**src/rtl/smb_blk_pkg.sv**
```systemverilog
`timescale 1ns/1ps
package smb_blk_pkg;

   typedef enum logic [2:0] {
      ST_IDLE,
      ST_ADDR,
      ST_OFFS,
      ST_WCNT,
      ST_WDATA,
      ST_RCNT,
      ST_RDATA
   } smb_st_e;

   function automatic logic st_is_tx(input smb_st_e s);
      return (s == ST_RCNT) || (s == ST_RDATA);
   endfunction

endpackage

```
**src/rtl/smb_line_sync.sv**
```systemverilog
`timescale 1ns/1ps
module smb_line_sync #(
   parameter int   STAGES  = 2,
   parameter logic RST_VAL = 1'b1
) (
   input  logic clk,
   input  logic rst_n,
   input  logic d_i,
   output logic q_o
);

   logic [STAGES-1:0] ff;

   generate
      if (STAGES == 1) begin : g_one
         always_ff @(posedge clk or negedge rst_n) begin
            if (!rst_n) ff <= RST_VAL;
            else        ff <= d_i;
         end
      end else begin : g_chain
         always_ff @(posedge clk or negedge rst_n) begin
            if (!rst_n) ff <= {STAGES{RST_VAL}};
            else        ff <= {ff[STAGES-2:0], d_i};
         end
      end
   endgenerate

   assign q_o = ff[STAGES-1];

endmodule

```
**src/rtl/smb_bus_cond.sv**
```systemverilog
`timescale 1ns/1ps
module smb_bus_cond (
   input  logic clk,
   input  logic rst_n,
   input  logic scl_s,
   input  logic sda_s,
   output logic scl_rise,
   output logic scl_fall,
   output logic start_det,
   output logic stop_det
);

   logic scl_q, sda_q;

   always_ff @(posedge clk or negedge rst_n) begin
      if (!rst_n) begin
         scl_q <= 1'b1;
         sda_q <= 1'b1;
      end else begin
         scl_q <= scl_s;
         sda_q <= sda_s;
      end
   end

   assign scl_rise  =  scl_s & ~scl_q;
   assign scl_fall  = ~scl_s &  scl_q;
   // SDA moving while SCL stays high marks a bus condition
   assign start_det =  scl_s & scl_q &  sda_q & ~sda_s;
   assign stop_det  =  scl_s & scl_q & ~sda_q &  sda_s;

endmodule

```
**src/rtl/smb_proto_fsm.sv**
```systemverilog
`timescale 1ns/1ps
module smb_proto_fsm
   import smb_blk_pkg::*;
#(
   parameter logic [6:0] DEV_ADDR = 7'h69,
   parameter int         NUM_REGS = 8,
   localparam int        IDX_W    = $clog2(NUM_REGS),
   localparam int        CNT_W    = IDX_W + 1
) (
   input  logic             clk,
   input  logic             rst_n,
   input  logic             sda_lvl,
   input  logic             scl_rise,
   input  logic             scl_fall,
   input  logic             start_det,
   input  logic             stop_det,
   output logic             sda_oe,
   output logic [IDX_W-1:0] reg_addr,
   output logic [7:0]       reg_wdata,
   output logic             reg_we,
   input  logic [7:0]       reg_rdata
);

   smb_st_e          st, st_nxt;
   logic [3:0]       bcnt;
   logic [7:0]       sr;
   logic [7:0]       rem;
   logic             ack_q;
   logic             inc_pend;
   logic [IDX_W-1:0] idx;

   logic [7:0]       rx_byte;
   logic             tx_st;
   logic [CNT_W-1:0] rd_count;
   logic [7:0]       tx_first;

   assign rx_byte  = {sr[6:0], sda_lvl};
   assign tx_st    = st_is_tx(st);
   assign rd_count = CNT_W'(NUM_REGS) - {1'b0, idx};
   assign tx_first = (st == ST_RCNT) ? 8'(rd_count) : reg_rdata;
   assign reg_addr = idx;

   always_ff @(posedge clk or negedge rst_n) begin
      if (!rst_n) begin
         st        <= ST_IDLE;
         st_nxt    <= ST_IDLE;
         bcnt      <= '0;
         sr        <= '0;
         rem       <= '0;
         ack_q     <= 1'b0;
         inc_pend  <= 1'b0;
         idx       <= '0;
         sda_oe    <= 1'b0;
         reg_we    <= 1'b0;
         reg_wdata <= '0;
      end else begin
         reg_we <= 1'b0;
         if (start_det) begin
            st       <= ST_ADDR;
            bcnt     <= '0;
            sda_oe   <= 1'b0;
            ack_q    <= 1'b0;
            inc_pend <= 1'b0;
         end else if (stop_det) begin
            st       <= ST_IDLE;
            bcnt     <= '0;
            sda_oe   <= 1'b0;
            inc_pend <= 1'b0;
         end else if (st != ST_IDLE) begin
            if (scl_rise) begin
               if (bcnt == 4'd8) begin
                  // ninth clock: acknowledge slot
                  bcnt     <= '0;
                  inc_pend <= 1'b0;
                  if (inc_pend) idx <= idx + 1'b1;
                  if (tx_st && sda_lvl) st <= ST_IDLE;
                  else                  st <= st_nxt;
               end else begin
                  bcnt <= bcnt + 4'd1;
                  if (!tx_st) sr <= rx_byte;
                  if (bcnt == 4'd7) begin
                     unique case (st)
                        ST_ADDR: begin
                           if (rx_byte[7:1] == DEV_ADDR) begin
                              ack_q  <= 1'b1;
                              st_nxt <= rx_byte[0] ? ST_RCNT : ST_OFFS;
                           end else begin
                              ack_q  <= 1'b0;
                              st_nxt <= ST_IDLE;
                           end
                        end
                        ST_OFFS: begin
                           ack_q  <= 1'b1;
                           idx    <= rx_byte[IDX_W-1:0];
                           st_nxt <= ST_WCNT;
                        end
                        ST_WCNT: begin
                           if (rx_byte == 8'd0) begin
                              ack_q  <= 1'b0;
                              st_nxt <= ST_IDLE;
                           end else begin
                              ack_q  <= 1'b1;
                              rem    <= rx_byte;
                              st_nxt <= ST_WDATA;
                           end
                        end
                        ST_WDATA: begin
                           if (rem != 8'd0) begin
                              ack_q     <= 1'b1;
                              rem       <= rem - 8'd1;
                              reg_we    <= 1'b1;
                              reg_wdata <= rx_byte;
                              inc_pend  <= 1'b1;
                              st_nxt    <= ST_WDATA;
                           end else begin
                              ack_q  <= 1'b0;
                              st_nxt <= ST_IDLE;
                           end
                        end
                        ST_RCNT: begin
                           ack_q  <= 1'b0;
                           st_nxt <= ST_RDATA;
                        end
                        ST_RDATA: begin
                           ack_q    <= 1'b0;
                           inc_pend <= 1'b1;
                           st_nxt   <= ST_RDATA;
                        end
                        default: begin
                           ack_q  <= 1'b0;
                           st_nxt <= ST_IDLE;
                        end
                     endcase
                  end
               end
            end else if (scl_fall) begin
               if (bcnt == 4'd8) begin
                  sda_oe <= ack_q;
               end else if (tx_st) begin
                  if (bcnt == 4'd0) begin
                     sr     <= tx_first;
                     sda_oe <= ~tx_first[7];
                  end else begin
                     sda_oe <= ~sr[3'(4'd7 - bcnt)];
                  end
               end else begin
                  sda_oe <= 1'b0;
               end
            end
         end
      end
   end

endmodule

```
**src/rtl/smb_blk_target.sv**
```systemverilog
`timescale 1ns/1ps
module smb_blk_target #(
   parameter logic [6:0] DEV_ADDR    = 7'h69,
   parameter int         NUM_REGS    = 8,
   parameter int         SYNC_STAGES = 2
) (
   input  logic                        clk,
   input  logic                        rst_n,
   input  logic                        scl_i,
   input  logic                        sda_i,
   output logic                        sda_oe,
   output logic [$clog2(NUM_REGS)-1:0] reg_addr,
   output logic [7:0]                  reg_wdata,
   output logic                        reg_we,
   input  logic [7:0]                  reg_rdata
);

   localparam int IDX_W = $clog2(NUM_REGS);

   generate
      if (NUM_REGS < 2 || NUM_REGS > 128 || (NUM_REGS & (NUM_REGS - 1)) != 0) begin : g_bad_regs
         $error("NUM_REGS must be a power of two between 2 and 128");
      end
      if (SYNC_STAGES < 2) begin : g_bad_sync
         $error("SYNC_STAGES must be at least 2");
      end
   endgenerate

   logic [1:0] raw_lines, syn_lines;
   logic       scl_s, sda_s;
   logic       scl_rise, scl_fall, start_det, stop_det;
   logic [IDX_W-1:0] idx_o;

   assign raw_lines = {sda_i, scl_i};

   generate
      for (genvar g = 0; g < 2; g++) begin : g_sync
         smb_line_sync #(.STAGES(SYNC_STAGES), .RST_VAL(1'b1)) u_sync (
            .clk   (clk),
            .rst_n (rst_n),
            .d_i   (raw_lines[g]),
            .q_o   (syn_lines[g])
         );
      end
   endgenerate

   assign scl_s = syn_lines[0];
   assign sda_s = syn_lines[1];

   smb_bus_cond u_cond (
      .clk       (clk),
      .rst_n     (rst_n),
      .scl_s     (scl_s),
      .sda_s     (sda_s),
      .scl_rise  (scl_rise),
      .scl_fall  (scl_fall),
      .start_det (start_det),
      .stop_det  (stop_det)
   );

   smb_proto_fsm #(.DEV_ADDR(DEV_ADDR), .NUM_REGS(NUM_REGS)) u_fsm (
      .clk       (clk),
      .rst_n     (rst_n),
      .sda_lvl   (sda_s),
      .scl_rise  (scl_rise),
      .scl_fall  (scl_fall),
      .start_det (start_det),
      .stop_det  (stop_det),
      .sda_oe    (sda_oe),
      .reg_addr  (idx_o),
      .reg_wdata (reg_wdata),
      .reg_we    (reg_we),
      .reg_rdata (reg_rdata)
   );

   assign reg_addr = idx_o;

endmodule

```
**config.mk**
```make
export PLATFORM = sky130hd
export DESIGN_NAME = smb_blk_target
export DESIGN_NICKNAME = d
export VERILOG_FILES = /design/src/rtl/smb_blk_pkg.sv /design/src/rtl/smb_line_sync.sv /design/src/rtl/smb_bus_cond.sv /design/src/rtl/smb_proto_fsm.sv /design/src/rtl/smb_blk_target.sv
export SDC_FILE = /design/constraint.sdc
export NUM_CORES = 1
export LEC_CHECK = 0
export ABC_AREA = 1
export ABC_CLOCK_PERIOD_IN_PS = 5300
export BUFFER_PORTS_ARGS = -buffer_cell sky130_fd_sc_hd__buf_2
export CAP_MARGIN = 25
export CORE_MARGIN = 8
export CORE_UTILIZATION = 40
export DETAILED_ROUTE_END_ITERATION = 8
export PLACE_DENSITY_LB_ADDON = 0.05
export SETUP_SLACK_MARGIN = 0.2
export SLEW_MARGIN = 15
export SYNTH_ARGS = -nofsm -noshare
export SYNTH_HDL_FRONTEND = slang
export SYNTH_SLANG_ARGS = --single-unit
```
**constraint.sdc**
```tcl
create_clock -name clk -period 5.3 [get_ports clk]
set_input_delay 1.325 -clock clk [delete_from_list [all_inputs] [get_ports clk]]
set_output_delay 1.325 -clock clk [all_outputs]
set_load 0.05 [all_outputs]
```
==> impl_metrics.py, run 1 <==
metrics = {
    "floorplanning": {
        "design.core.area_mm2": 0.00718,
        "die_area_mm2": 0.0103,
        "fp-row-count": 31,
        "start_util_pct": 40.9,
        "io_pins": 25,
        "die_h_um": 102,
        "die_x_um": 102,
    },
    "power": {
        "p_seq_share_pct": 47.7,
        "power.switching_mw": 0.270,
        "p_comb_share_pct": 17.7,
        "swShare_pct": 30.1,
        "powerDensity_mw_per_mm2": 276,
        "irDropWorstVdd_uv": 120,
        "p_int_mw": 0.629,
        "leakagePower_nw": 1.75,
        "p_clk_share_pct": 34.6,
    },
    "setup_path": {
        "crit_family": "flip-flops",
        "crit_arrival_ps": 1090,
        "cp_max_fo": 7,
        "endpoint_kind": "output pin",
        "required_ps": 3970,
        "worst_setup_path_start_kind": "register",
        "critPathKind": "register to output pin",
        "slowest_stage": "dfrtp_1",
        "cp_cell_sequence": "buf_2",
        "cp_slowest_stage_delay_ps": 480,
        "critical_path_buf_inv_count": 1,
    },
    "flow_run": {
        "maxCapViolCount": 0,
    },
    "global_routing": {
        "overflow": 0,
        "grt_antenna_before_repair": 0,
        "grt_pass1_wl_mm": 12.3,
        "grt_max_degree": 26,
        "grtUsageTotal_pct": 15.1,
        "grt_pass1_vias": 2453,
    },
    "sta": {
        "skew_ps": 7.64,
        "fin_crit_ps": 2420,
        "finalSetupViolCount": 0,
        "finalSetupTns_ps": 0,
        "slew_viol_final": 0,
        "rsz0062_at_grt": "no",
        "hold_viol_final": 0,
        "fmax_ghz": 0.414,
        "fin_crit_sh_pct": 45.6,
        "worst_slack_ps": 2880,
        "relSlewSlack_pct": 58.6,
        "worst_pin_slew_ps": 616,
    },
    "synthesis": {
        "async_reset_ff_share_pct": 100,
        "synthFlopType": "dfrtp_1",
        "syn-instance-count": 395,
        "yosysSeqAreaShare_pct": 40.3,
        "synth_area_mm2": 0.00294,
        "ys_ff_latch": 47,
        "synth_nets": 415,
        "yosysWarningCount": 0,
        "syn_area_per_cell_um2": 7.43,
        "synth-edff-count": 0,
        "netlist-cell-type-count": 37,
    },
    "final_layout": {
        "fillers": 739,
        "drive_above_1_share_pct": 17.9,
        "final_common_cell": "nand2_1",
        "final_cell_mix": "nand2_1 (132), dfrtp_1 (41), inv_1 (40)",
        "final_nets": 439,
        "area_growth_pct": 11.1,
        "multi_input_area_mm2": 0.00151,
        "ff_latch_area_mm2": 0.00118,
        "num_antenna_cells": 0,
    },
    "drt": {
        "drt-wirelength-per-cell_um": 13.9,
        "vias": 2520,
        "first_iter_violations": 97,
        "drtPass1Iterations": 4,
        "drt.antenna.violating_nets": 0,
        "wirelength_mm": 7.21,
        "drc": 0,
        "viasPerCell": 4.86,
    },
    "clock_tree": {
        "clkLatencyLatePin_ps": 300,
        "cts_tree": "built",
        "cts-root-buf": "clkbuf_8",
        "hold_buffers": 0,
        "ctsResizeCount": 0,
        "numCtsBuffers": 5,
        "clk_pin_slew_ps": 80,
        "cts_num_sinks": 47,
        "htreeDepth": 2,
        "clockBufferDepth": 2,
        "post-cts-setup-buffer-count": 0,
    },
    "outcome": {
        "status": "finished, final reports clean",
    },
    "placed_design": {
        "pre_cts_ws_ps": 3140,
        "portBuffers": 24,
        "dp_hpwl_mm": 5.56,
        "gp_congestion": 0.821,
    },
    "hold_path": {
        "hold_path.class": "register to register",
    },
}
synthesized netlist by cell type (3+ instances only):
cell	number	area, um2
a21oi_1	5	25.0
dfrtp_1	41	1030
ha_1	8	100
nor2_1	34	128
inv_2	3	11.3
dfstp_2	6	158
nand4_1	7	43.8
o21ai_0	39	195
inv_1	40	150
buf_2	4	20.0
o21ai_2	14	123
nand2_2	5	31.3
nand2_1	132	495
nand3_1	26	130
nand3_2	3	30.0
worst paths after layout:
check / startpoint / end / slack (ps) / depth (start not counted)
worst max-delay path: u_fsm.reg_addr[0] / reg_addr[0] / 2880 / 1
worst min-delay path: g_sync[1].u_sync.ff[0] / g_sync[1].u_sync.ff[1] / 360 / 0
worst max register to register: g_sync[0].u_sync.ff[1] / u_fsm.rem[3] / 3130 / 7
worst min register to register: g_sync[1].u_sync.ff[0] / g_sync[1].u_sync.ff[1] / 360 / 0
max in group asynchronous: rst_n / u_fsm.st[2] / 3780 / 2
min in group asynchronous: rst_n / u_fsm.reg_we / 1010 / 1
registers in the layout, summed over array words and instances, names as in the netlist:
name,count
u_fsm.inc_pend,1
u_fsm.st_nxt,3
g_sync.u_sync.ff,4
u_fsm.reg_we,1
u_cond.sda_q,1
u_fsm.reg_wdata,8
u_fsm.rem,8
u_cond.scl_q,1
u_fsm.sr,8
u_fsm.bcnt,4
u_fsm.reg_addr,3
u_fsm.sda_oe,1
u_fsm.st,3
u_fsm.ack_q,1
area by class of cell:
| cell class | count | share of cell area [%] |
|---|---|---|
| clock inverter | 2 | 1.84 |
| sequential | 47 | 36.3 |
| multi-input combinational | 295 | 46.2 |
| tap | 99 | 3.80 |
| timing repair buffer | 25 | 4.29 |
| inverter | 45 | 5.41 |
| clock buffer | 6 | 2.22 |
cell families (layout without fill, tap and decap cells):
| kind of cell | Yosys count | in the layout | share of synthesized area (%) |
|---|---|---|---|
| adder cells (fa/ha/maj) | 8 | 8 | 3.41 |
| AO/OA/AOI/OAI | 65 | 65 | 13.3 |
| flip-flops | 47 | 47 | 40.3 |
| AND/OR/NAND/NOR | 219 | 219 | 33.7 |
| XOR/XNOR | 3 | 3 | 0.895 |
| buffers and inverters | 53 | 78 | 8.39 |
power by group through the flow:
stage / registers (mW) / logic, mW / clock network [mW]
finish: 0.429 / 0.160 / 0.311
global route: 0.435 / 0.185 / 0.336
CTS: 0.429 / 0.161 / 0.325
detailed placement: 0.437 / 0.160 / 0
global placement: 0.437 / 0.158 / 0
floorplan: 0.421 / 0.117 / 0
routing by layer:
layer / routed length (um) / vias up / track usage [%] / share of wire [%]
met5: 0 / - / 0 / 0
met4: 42 / 0 / 3.09 / 0.58
met3: 297 / 4 / 2.68 / 4.1
met2: 3380 / 49 / 24.7 / 47
met1: 3500 / 1159 / 20.3 / 48
li1: - / 1308 / - / -
through the flow:
stage | power, mW | util (%) | instance area (um2) | cells | hold WS [ps]
floorplan | 0.538 | - | 2940 | 395 | 345
global placement | 0.595 | 43.3 | 3110 | 510 | 346
detailed placement | 0.597 | 43.6 | 3130 | 511 | 348
CTS | 0.915 | 45.5 | 3260 | 519 | 361
global route | 0.956 | 45.5 | 3260 | 519 | 362
finish | 0.899 | 45.5 | 3260 | 519 | 359
Power figures use the tool's default switching activity.
==> inputs of run 2 (changes only) <==
ABC_CLOCK_PERIOD_IN_PS = 2200   (was 5300)
clock period = 2.2 ns   (was 5.3 ns; I/O delays follow)
==> impl_metrics.py, run 2 (synthesis results as in run 1) <==
metrics = {
    "sta": {
        "finalSetupViolCount": 0,
        "relSlewSlack_pct": 64.7,
        "rsz0062_at_grt": "no",
        "worst_pin_slew_ps": 530,
        "finalSetupTns_ps": 0,
        "fin_crit_ps": 1840,
        "slew_viol_final": 0,
        "hold_ws_ps": 202,
        "skew_ps": 13.9,
        "hold_viol_final": 0,
        "fin_crit_sh_pct": 83.7,
        "fmax_ghz": 0.543,
    },
    "floorplanning": {
        "die_x_um": 102,
        "start_util_pct": 40.9,
        "die_h_um": 102,
        "fp-row-count": 31,
        "io_pins": 25,
        "design.core.area_mm2": 0.00718,
        "die_area_mm2": 0.0103,
    },
    "setup_path": {
        "critPathKind": "register to register",
        "crit_end": "u_fsm.rem[0]",
        "critical_path_buf_inv_count": 1,
        "cp_cell_sequence": "inv_2 > ha_1 > nand2_1 > nor2_1 > nor2_2 > nand3_4 > nor2_4 > nand2_1 > nand2_1",
        "crit_arrival_ps": 2090,
        "slowest_stage": "dfrtp_1",
        "crit_cells": 9,
        "cpMostUsedCell": "nand2_1",
        "rr_startpoint": "u_fsm.bcnt[0]",
        "cp_max_fo": 8,
        "worst_setup_path_start_kind": "register",
        "reg2regPathDepth": 9,
        "rrSetupSlack_ps": 360,
        "crit_family": "simple AND/OR/NAND/NOR gates",
        "reg2reg_to": "u_fsm.rem[0]",
        "endpoint_kind": "register",
        "worstSetupStartpoint": "u_fsm.bcnt[0]",
        "cp_slowest_stage_delay_ps": 470,
        "required_ps": 2450,
    },
    "final_layout": {
        "final_nets": 445,
        "top_regs": "u_fsm.reg_wdata: 8 flops, u_fsm.rem: 8 flops, u_fsm.sr: 8 flops",
        "drive_above_1_share_pct": 19.5,
        "area_growth_pct": 11.5,
        "num_antenna_cells": 0,
        "final_common_cell": "nand2_1",
        "final_cell_mix": "nand2_1 (132), dfrtp_1 (41), inv_1 (39)",
        "fillers": 794,
    },
    "clock_tree": {
        "clockBufferDepth": 2,
        "htreeDepth": 2,
        "cts_num_sinks": 47,
        "numCtsBuffers": 5,
        "cts-root-buf": "clkbuf_8",
        "post-cts-setup-buffer-count": 0,
        "cts_tree": "built",
        "clkLatencyLatePin_ps": 310,
        "clk_pin_slew_ps": 100,
        "hold_buffers": 0,
        "ctsResizeCount": 0,
    },
    "global_routing": {
        "grt_antenna_before_repair": 0,
        "grtUsageTotal_pct": 14.9,
        "grt_pass1_vias": 2470,
        "overflow": 0,
        "grt_pass1_wl_mm": 12.2,
        "grt_max_degree": 27,
    },
    "power": {
        "p_comb_share_pct": 19.9,
        "power.switching_mw": 0.670,
        "p_clk_share_pct": 27.7,
        "p_seq_share_pct": 52.4,
        "powerDensity_mw_per_mm2": 599,
        "swShare_pct": 34.2,
        "leakagePower_nw": 1.77,
        "p_int_mw": 1.29,
        "irDropWorstVdd_uv": 290,
    },
    "drt": {
        "vias": 2547,
        "dr.max_layer_used": "met4",
        "wirelength_mm": 7.25,
        "wl_met3_um": 298,
        "drtPass1Iterations": 4,
        "first_iter_violations": 91,
        "viasPerCell": 4.85,
        "drt-wirelength-per-cell_um": 13.8,
        "drc": 0,
        "dr_wl_met2_mm": 3.35,
        "wl_met1_mm": 3.53,
        "drt.antenna.violating_nets": 0,
    },
    "placed_design": {
        "portBuffers": 24,
        "gp_congestion": 0.852,
        "dp_hpwl_mm": 5.61,
    },
    "flow_run": {
        "maxCapViolCount": 0,
    },
    "outcome": {
        "status": "finished, final reports clean",
    },
    "hold_path": {
        "hold_path.class": "input port to asynchronous set/reset pin",
    },
}
run 2: worst reg2reg max path: cells and delay by family, from the launching register on:
kind                     cells  cell delay, ps
adder cells (fa/ha/maj)      1             260
buffers and inverters        1             110
flip-flops                   1             470
AND/OR/NAND/NOR              7             950
run 2: per-layer routing:
layer | global-route usage [%] | vias to the layer above
met2 | 24.1 | 41
li1 | - | 1320
met5 | 0 | -
met3 | 2.82 | 6
met4 | 3.21 | 0
met1 | 20.1 | 1180
run 2: metrics by stage:
stage               power, mW  cells  instance area (um2)  setup WS [ps]  util, %
detailed placement       1.44    517                 3180            285     44.3
global placement         1.44    517                 3180            338     44.3
CTS                      1.99    525                 3270            273     45.5
finish                   1.96    525                 3270            360     45.6
floorplan                1.29    395                 2940            538        -
global route             2.09    525                 3270            213     45.6
run 2: how the worst min path moves through the flow:
| stage | cells past startpoint | endpoint |
|---|---|---|
| final | 1 | u_fsm.reg_wdata[5] |
| after global routing | 1 | u_fsm.reg_wdata[5] |
| after CTS | 1 | u_fsm.reg_wdata[5] |
| after detailed placement | 0 | g_sync[1].u_sync.ff[1] |
| after global placement | 0 | g_sync[1].u_sync.ff[1] |
| after floorplan | 0 | u_fsm.ack_q |
run 2: final cells by class:
cell class	count	area [um2]	share of cell area, %
Multi-Input combinational cell	295	1510	46.2
Sequential cell	47	1180	36.2
Timing Repair Buffer	31	185	5.66
Inverter	45	176	5.39
Tap cell	99	124	3.78
Clock buffer	5	68.8	2.10
Clock inverter	3	23.8	0.726
run 2: power by group through the flow:
stage | Clock, mW | Sequential, mW | Combinational, mW
after floorplan | 0 | 1.01 | 0.281
after global placement | 0 | 1.05 | 0.391
after detailed placement | 0 | 1.04 | 0.392
after CTS | 0.569 | 1.03 | 0.393
after global routing | 0.599 | 1.04 | 0.449
final | 0.543 | 1.03 | 0.390
